## src/rtl/shf_pkg.sv

```systemverilog
package shf_pkg;
    localparam int DATA_W    = 40;
    localparam int FIELD_W   = 5;
    localparam int TREG_W    = 6;
    localparam int MAX_LEFT  = 31;
    localparam int MAX_RIGHT = 16;
    localparam int GUARD_W   = 8;
    localparam int AMT_W     = 5;
    localparam int EXP_W     = 6;
    localparam int CNT_W     = 7;

    typedef struct packed {
        logic             go_right;
        logic [AMT_W-1:0] amt;
    } shift_ctl_t;

    // Redundant sign bits of a word minus the guard width; 0 for trivial words.
    function automatic logic signed [EXP_W-1:0] sign_exp(input logic [DATA_W-1:0] v);
        int  n;
        logic run;
        n   = 0;
        run = 1'b1;
        for (int i = DATA_W - 2; i >= 0; i--) begin
            if (run && (v[i] == v[DATA_W-1])) n++;
            else run = 1'b0;
        end
        if (n == DATA_W - 1) return '0;
        return EXP_W'(n - GUARD_W);
    endfunction
endpackage

```

## src/rtl/shf_count_sel.sv

```systemverilog
module shf_count_sel
    import shf_pkg::*;
(
    input  logic                 cnt_src,
    input  logic [FIELD_W-1:0]   mode_cnt,
    input  logic [TREG_W-1:0]    treg_cnt,
    output logic signed [CNT_W-1:0] eff_cnt,
    output shift_ctl_t           ctl
);
    logic signed [CNT_W-1:0] raw;
    localparam logic signed [CNT_W-1:0] LO = -CNT_W'(MAX_RIGHT);
    localparam logic signed [CNT_W-1:0] HI = CNT_W'(MAX_LEFT);

    always_comb begin
        if (cnt_src) raw = CNT_W'($signed(treg_cnt));
        else         raw = CNT_W'($signed(mode_cnt));
        if (raw < LO)      eff_cnt = LO;
        else if (raw > HI) eff_cnt = HI;
        else               eff_cnt = raw;
        ctl.go_right = eff_cnt[CNT_W-1];
        if (eff_cnt[CNT_W-1]) ctl.amt = AMT_W'(-eff_cnt);
        else                  ctl.amt = AMT_W'(eff_cnt);
    end
endmodule

```

## src/rtl/shf_core.sv

```systemverilog
module shf_core
    import shf_pkg::*;
(
    input  logic [DATA_W-1:0] din,
    input  shift_ctl_t        ctl,
    input  logic              sign_ext,
    output logic [DATA_W-1:0] dout
);
    logic [DATA_W-1:0] lst [0:AMT_W];
    logic [DATA_W-1:0] rst_ [0:AMT_W];
    logic              fill;

    assign fill    = sign_ext & din[DATA_W-1];
    assign lst[0]  = din;
    assign rst_[0] = din;

    for (genvar s = 0; s < AMT_W; s++) begin : g_stage
        localparam int D = 1 << s;
        assign lst[s+1]  = ctl.amt[s] ? {lst[s][DATA_W-1-D:0], {D{1'b0}}} : lst[s];
        assign rst_[s+1] = ctl.amt[s] ? {{D{fill}}, rst_[s][DATA_W-1:D]} : rst_[s];
    end

    assign dout = ctl.go_right ? rst_[AMT_W] : lst[AMT_W];
endmodule

```

## src/rtl/shf_exp_detect.sv

```systemverilog
module shf_exp_detect
    import shf_pkg::*;
(
    input  logic [DATA_W-1:0]       din,
    output logic signed [EXP_W-1:0] exp_val
);
    always_comb exp_val = sign_exp(din);
endmodule

```

## src/rtl/acc_shifter.sv

```systemverilog
module acc_shifter
    import shf_pkg::*;
#(
    parameter bit REG_OUT = 1'b1
) (
    input  logic               clk,
    input  logic               rst,
    input  logic               cnt_src,
    input  logic [FIELD_W-1:0] mode_cnt,
    input  logic [TREG_W-1:0]  treg_cnt,
    input  logic               sign_ext,
    input  logic [DATA_W-1:0]  operand,
    output logic [DATA_W-1:0]  result,
    output logic [EXP_W-1:0]   exponent
);
    logic signed [CNT_W-1:0] eff_cnt;
    shift_ctl_t              ctl;
    logic [DATA_W-1:0]       shf_val;
    logic signed [EXP_W-1:0] exp_val;

    shf_count_sel u_sel (
        .cnt_src(cnt_src), .mode_cnt(mode_cnt), .treg_cnt(treg_cnt),
        .eff_cnt(eff_cnt), .ctl(ctl)
    );
    shf_core u_core (.din(operand), .ctl(ctl), .sign_ext(sign_ext), .dout(shf_val));
    shf_exp_detect u_exp (.din(operand), .exp_val(exp_val));

    if (REG_OUT) begin : g_reg
        logic [DATA_W-1:0] res_q;
        logic [EXP_W-1:0]  exp_q;
        always_ff @(posedge clk) begin
            if (rst) begin
                res_q <= '0;
                exp_q <= '0;
            end else begin
                res_q <= shf_val;
                exp_q <= exp_val;
            end
        end
        assign result   = res_q;
        assign exponent = exp_q;
        p_reset_clear_r8: assert property (@(posedge clk) rst |=> (result == '0 && exponent == '0));
    end else begin : g_comb
        assign result   = shf_val;
        assign exponent = exp_val;
    end

    // count always inside the supported range
    p_range_r5: assert property (@(posedge clk) disable iff (rst)
        (int'(eff_cnt) >= -MAX_RIGHT && int'(eff_cnt) <= MAX_LEFT));
    // vacated low bits are zero on left shifts
    p_lsb_zero_r1: assert property (@(posedge clk) disable iff (rst)
        (!ctl.go_right && ctl.amt != 0) |-> ((shf_val << (DATA_W - int'(ctl.amt))) == '0));
    // zero fill on logical right shifts
    p_msb_zero_r2: assert property (@(posedge clk) disable iff (rst)
        (ctl.go_right && !sign_ext) |-> ((shf_val >> (DATA_W - int'(ctl.amt))) == '0));
    // sign fill on arithmetic right shifts
    p_msb_sign_r3: assert property (@(posedge clk) disable iff (rst)
        (ctl.go_right && sign_ext) |-> (shf_val[DATA_W-1] == operand[DATA_W-1]));
    // trivial operand gives zero exponent
    p_exp_zero_r6: assert property (@(posedge clk) disable iff (rst)
        (operand == '0) |-> (exp_val == '0));
endmodule

```

## config.mk

```make
export PLATFORM = sky130hd
export DESIGN_NAME = acc_shifter
export DESIGN_NICKNAME = d
export VERILOG_FILES = /design/src/rtl/shf_pkg.sv /design/src/rtl/shf_count_sel.sv /design/src/rtl/shf_core.sv /design/src/rtl/shf_exp_detect.sv /design/src/rtl/acc_shifter.sv
export SDC_FILE = /design/constraint.sdc
export NUM_CORES = 1
export LEC_CHECK = 0
export CORE_MARGIN = 5
export CORE_UTILIZATION = 60
export DETAILED_ROUTE_END_ITERATION = 10
export PLACE_DENSITY = 0.82
export RECOVER_POWER = 50
export SETUP_SLACK_MARGIN = 0.05
export SLEW_MARGIN = 15
export SYNTH_ARGS = -nofsm -noshare
export SYNTH_HDL_FRONTEND = slang
export SYNTH_SLANG_ARGS = --single-unit
```

## constraint.sdc

```tcl
create_clock -name clk -period 82.8 [get_ports clk]
set_input_delay 16.56 -clock clk [delete_from_list [all_inputs] [get_ports clk]]
set_output_delay 16.56 -clock clk [all_outputs]
set_load 0.05 [all_outputs]
```

# Word-level counts from Yosys, hierarchy flattened
# Cells that the tools add are included.
[word_totals] reg_bits=46 input_bits=55 word_cells=218 out_inout_bits=46
[op_classes] add_sub_neg=40 n_reduce_logical=38 n_lt_le_gt_ge=2 n_eq_ne=40 n_bitwise=1 n_mux=95
[ops] cell="adder 32 x 2 -> 32 bit, second input constant" count=38
[ops] cell="two-way mux 32 bit" count=38
[ops] cell="two-way mux 40 bit" count=11
[ops] cell="two-way mux 1 bit" count=40
[ops] cell="== test 1 bit" count=39
[ops] cell="logical AND 1 bit" count=38
[ops] cell="== test 32 x 7 -> 1 bit, second input constant" count=1
[ops] cell="two-way mux 7 bit" count=3
[ops] cell="two-way mux 6 bit" count=2
[ops] cell="> comparator 7 x 6 -> 1 bit, second input constant" count=1
[ops] cell="< comparator 7 x 5 -> 1 bit, second input constant" count=1
[ops] cell="subtractor 6 x 5 -> 6 bit, second input constant" count=1
[ops] cell="two-way mux 5 bit" count=1
[ops] cell="negator 5 bit" count=1
[ops] cell="AND 1 bit" count=1

# Longest topological paths before layout
[depth] word_depth=81 mapped_depth=112 ltp_nobuf=105

# Cells and area by module
# Synthesis repeated with hierarchy kept, for this count alone.
[hier_totals] hier_cells=1776 area_unflattened_um2=13304.0
[by_module_without_submodules] module="shf_exp_detect" area_each_um2=6757.7 seq_area_each_um2=0.0 n_inst=1 cells_per_inst=948
[by_module_without_submodules] module="shf_core" area_each_um2=5102.4 seq_area_each_um2=0.0 n_inst=1 cells_per_inst=702
[by_module_without_submodules] module="acc_shifter" area_each_um2=1229.9 seq_area_each_um2=920.9 n_inst=1 cells_per_inst=96
[by_module_without_submodules] module="shf_count_sel" area_each_um2=214.0 seq_area_each_um2=0.0 n_inst=1 cells_per_inst=30

# Worst setup path after synthesis
# Ideal clock, no wire load.
[synth_timing] kind="in2reg" from="input port operand[39]" to="register g_reg.exp_q[4] (netlist: exponent[4])" setup_time_ns=0.155 cell_stages=111 path_buffers=7 t_arrival_ns=39.186 slack_ns=43.458 required_ns=82.645 path_cell_list="buf_2 > clkbuf_1 > buf_2 > buf_1 > buf_1 > clkbuf_1 > clkbuf_1 > nand2_1 > a21oi_1 > o21bai_1 > ha_1 > o21a_1 > ha_1 > nand2_1 > nand2_1 > ha_1 > mux2i_1 > a21oi_1 > [... 75 more ...] > mux2_2 > ha_1 > mux2_2 > ha_1 > mux2_2 > ha_1 > inv_1 > a21oi_1 > ha_1 > mux2_2 > ha_1 > o211ai_1 > nand3_1 > o21ai_0 > xnor2_1 > nand3_1 > a2111oi_2 > a311oi_1"
[synth_between] elab_chain_len=81 word_cells_on_any_way=196 classes_between="add/sub (39); eq/ne (40); mux (79); reduce/logical (38)"
[synth_rtl] element="start: declaration" line_no="acc_shifter.sv:12" source="input logic [DATA_W-1:0] operand,"
[synth_rtl] element="== test 1 bit" line_no="shf_pkg.sv:24" source="if (run && (v[i] == v[DATA_W-1])) n++;"
[synth_rtl] element="two-way mux 1 bit" line_no="shf_pkg.sv:24"
[synth_rtl] element="adder 32 x 2 -> 32 bit or logical AND 1 bit (tied branches)" line_no="shf_pkg.sv:24"
[synth_rtl] element="two-way mux 32 bit or two-way mux 1 bit (tied branches)" line_no="shf_pkg.sv:24"
[synth_rtl] element="adder 32 x 2 -> 32 bit or logical AND 1 bit (tied branches)" line_no="shf_pkg.sv:24"
[synth_rtl] element="two-way mux 32 bit or two-way mux 1 bit (tied branches)" line_no="shf_pkg.sv:24"
[synth_rtl] element="adder 32 x 2 -> 32 bit or logical AND 1 bit (tied branches)" line_no="shf_pkg.sv:24"
[synth_rtl] element="two-way mux 32 bit or two-way mux 1 bit (tied branches)" line_no="shf_pkg.sv:24"
[synth_rtl] element="[... 64 more ...]"
[synth_rtl] element="adder 32 x 2 -> 32 bit or logical AND 1 bit (tied branches)" line_no="shf_pkg.sv:24"
[synth_rtl] element="two-way mux 32 bit or two-way mux 1 bit (tied branches)" line_no="shf_pkg.sv:24"
[synth_rtl] element="adder 32 x 2 -> 32 bit or logical AND 1 bit (tied branches)" line_no="shf_pkg.sv:24"
[synth_rtl] element="two-way mux 32 bit or two-way mux 1 bit (tied branches)" line_no="shf_pkg.sv:24"
[synth_rtl] element="adder 32 x 2 -> 32 bit or logical AND 1 bit (tied branches)" line_no="shf_pkg.sv:24"
[synth_rtl] element="two-way mux 32 bit (*)" line_no="shf_pkg.sv:24"
[synth_rtl] element="branches (longest 2 deep; another with subtractor 6 x 5 -> 6 bit)"
[synth_rtl] element="two-way mux 6 bit (*)" line_no="shf_pkg.sv:28" source="return EXP_W'(n - GUARD_W);"
[synth_rtl] element="end signal: assignment" line_no="acc_shifter.sv:37" source="exp_q <= exp_val;"
[synth_rtl] element="end: declaration" line_no="acc_shifter.sv:30" source="logic [EXP_W-1:0] exp_q;"
# Mark *: on every way between the ends.
# A chain may end at the register's enable or synchronous reset.

# Final worst setup path
[layout_timing] from="input port operand[39]" to="register g_reg.exp_q[5] (netlist: exponent[5])"
# Same word-level chain as after synthesis.

==> metrics.yaml <==
finalPower_mw: 0.162
ir_drop_uv: 18.3
worst-setup-path-type: "input port to register"
htree_num_levels: 2
die_h_um: 151
grt_max_degree: 92
worst_setup_path_end_kind: "register"
clock_path_buffers: 2
cp_common_cell: "ha_1"
ant_nets: 0
wl_per_cell_um: 17.0
cts.sinks: 46
fin_crit_sh: 0.486
dr.first_iter.drc_count: 1503
seq_area_frac_synth: 0.0777
routed_wl_um: 36300
syn2layout_area_growth_pct: 11.0
slew_headroom: 0.262
required_ns: 82.92
grt_pass1_wl_um: 59000
whs_endpoint: "result[2]$_SDFF_PP0_"
syn-cell-area_um2: 11800
cts_setup_buffers: 0
diodes: 0
hpwl_um: 28800
synth-async-reset-ratio: 0
synth_cell_types: 88
antenna_found_initial: 0
postSynthAreaPerCell_um2: 6.38
cts_root_buffer: "clkbuf_16"
slowest_stage: "buf_4"
cp.arrival_ns: 40.39
synth_edf_count: 0
synth_fp_nets: 1949
num_rows: 51
grt_usage: 0.309
yosysTopAreaCell: "nor2_1"
synth_most_common_cell: "nor2_1"
grt_setup_unrepaired: "false"
worst_pin_slew_ns: 1.10
die_w_um: 151
synth_cells: 1856
power_density_nw_per_um2: 12.3
yosys_warnings: 0
vias_per_cell: 6.43
cts_buffers: 5
synth_top_area_share: 0.0906
clkTransAtPathRegs_ns: 0.06
drv_cap: 0
cts_tree: "done"
initial_core_util: 0.609
slew_violations: 0
fillerInstances: 1793
fin_crit_ns: 40.27
io_buffers: 100
ys.flop_type: "dfxtp_1"
yosys_register_bits: 46
hp-class: "input port to register"
cp_slowest_stage_delay_ns: 0.64
drcViolationCount: 0
ios: 101
yosys-top-cells-count: "nor2_1 (286), nand2_1 (237), a21oi_1 (154), o21ai_0 (109), nor3_1 (98)"
status: "complete, no violations"
worst_hold_slack_ns: 17.13
final_layout_size_suffix_gt1_frac: 0.0509
setup.worst_path.start_class: "input port"
first_pass_iters: 6
nets: 1958
place_congestion: 1.00
cts_hold_buf: 0
grt_pass1_vias: 12400
cts-resized-gates: 0
core_um2: 19500
vias: 13700
min_from: "rst"
fin_util: 0.676
finalHoldViolCount: 0
setup-tns-final_ns: 0
die_area_um2: 22700
cp_max_fo: 88
p_leak_nw: 5.11
grt_overflow_total: 0
synth_area_leaders: "nor2_1 (9.1%), dfxtp_1 (7.8%), nand2_1 (7.5%), mux2i_1 (7.1%), a21oi_1 (6.5%)"
fmaxAchievable_ghz: 0.0248
min_delay_path_depth: 3
setup_viol: 0
-- how the worst max path moves through the flow --
| stage | slack, ns | depth (start not counted) | from | end |
|---|---|---|---|---|
| after floorplan | 43.46 | 111 | operand[39] | exponent[4]$_SDFF_PP0_ |
| after global placement | 43.52 | 106 | operand[39] | exponent[5]$_SDFF_PP0_ |
| after detailed placement | 42.48 | 106 | operand[39] | exponent[5]$_SDFF_PP0_ |
| after CTS | 42.67 | 106 | operand[39] | exponent[5]$_SDFF_PP0_ |
| after global routing | 40.96 | 106 | operand[39] | exponent[4]$_SDFF_PP0_ |
| final | 42.53 | 106 | operand[39] | exponent[5]$_SDFF_PP0_ |
-- through the flow --
stage | worst slack (ns) | cells | instance area, µm²
3_3_place_gp | 43.52 | 2123 | 12900
2_1_floorplan | 43.46 | 1856 | 11800
4_1_cts | 42.67 | 2131 | 13100
6_report | 42.53 | 2131 | 13100
3_5_place_dp | 42.48 | 2123 | 12900
5_1_grt | 40.96 | 2131 | 13100
-- area by class of cell --
| class | count | area (µm²) | area share |
|---|---|---|---|
| clock buffer | 6 | 139 | 0.0106 |
| clock inverter | 2 | 60.1 | 0.00457 |
| inverter | 30 | 113 | 0.00856 |
| multi-input combinational | 1665 | 10500 | 0.796 |
| sequential | 46 | 921 | 0.0700 |
| tap | 265 | 332 | 0.0252 |
| timing repair buffer | 117 | 1120 | 0.0855 |
-- worst max-delay path: cells and delay by family --
family	cells	cell delay [ns]
adders and majority gates	36	11.30
AOI/OAI and AO/OA	31	5.94
muxes	16	3.98
and+or+nand+nor	19	1.61
buffers and inverters	3	0.79
xor gates and xnor gates	1	0.17
-- cells by family after synthesis --
| group | after synthesis | share of synthesized area |
|---|---|---|
| compound gates | 514 | 0.280 |
| xor+xnor | 135 | 0.122 |
| fa+ha+maj | 42 | 0.0435 |
| buf+inv | 145 | 0.0472 |
| flops | 46 | 0.0777 |
| mux | 105 | 0.0909 |
| simple gates | 869 | 0.338 |
-- layer usage --
layer,vias up,share of wire,global-route usage
met5,-,0,0
met3,72,0.080,0.0464
met1,6302,0.42,0.406
met4,0,0.027,0.0801
met2,556,0.47,0.529
li1,6771,-,-
-- power by group --
part | switching, mW | total, mW | internal (mW)
registers | 0.000719 | 0.0263 | 0.0256
logic | 0.0728 | 0.110 | 0.0371
clock network | 0.00776 | 0.0259 | 0.0181
total | 0.0813 | 0.162 | 0.0808
-- sequential cells by signal, summed over array words and instances (netlist names) --
register / count
exponent: 6
result: 40
-- placed cells by master (no fill, tap or decap), types with 6 or more instances in the layout --
cell type	synthesis	final
nor2_1	286	286
nand2_1	237	237
a21oi_1	154	153
o21ai_0	109	109
nor3_1	98	98
mux2i_1	84	83
xnor2_1	70	68
nand3_1	60	60
clkdlybuf4s50_1	0	53
dfxtp_1	46	46
dlygate4sd3_1	0	46
xor2_1	46	44
a211oi_1	40	40
ha_1	38	38
a31oi_1	32	32
and3_1	30	30
inv_1	30	30
nand2b_1	28	28
or3_1	26	26
and2_1	25	25
mux2_2	20	20
o211ai_1	20	20
buf_4	0	17
o22ai_1	17	16
o31a_1	14	14
nor2b_1	13	13
nand4_1	11	11
or2_2	11	11
o21a_1	10	10
a211o_1	9	9
a21o_1	9	9
a21boi_0	8	8
xnor3_1	8	8
o22a_1	7	7
o21ai_1	9	7
and4_1	7	7
a221oi_1	6	6
nor4_1	6	6
a311oi_1	6	6
Power figures use the tool's default switching activity.
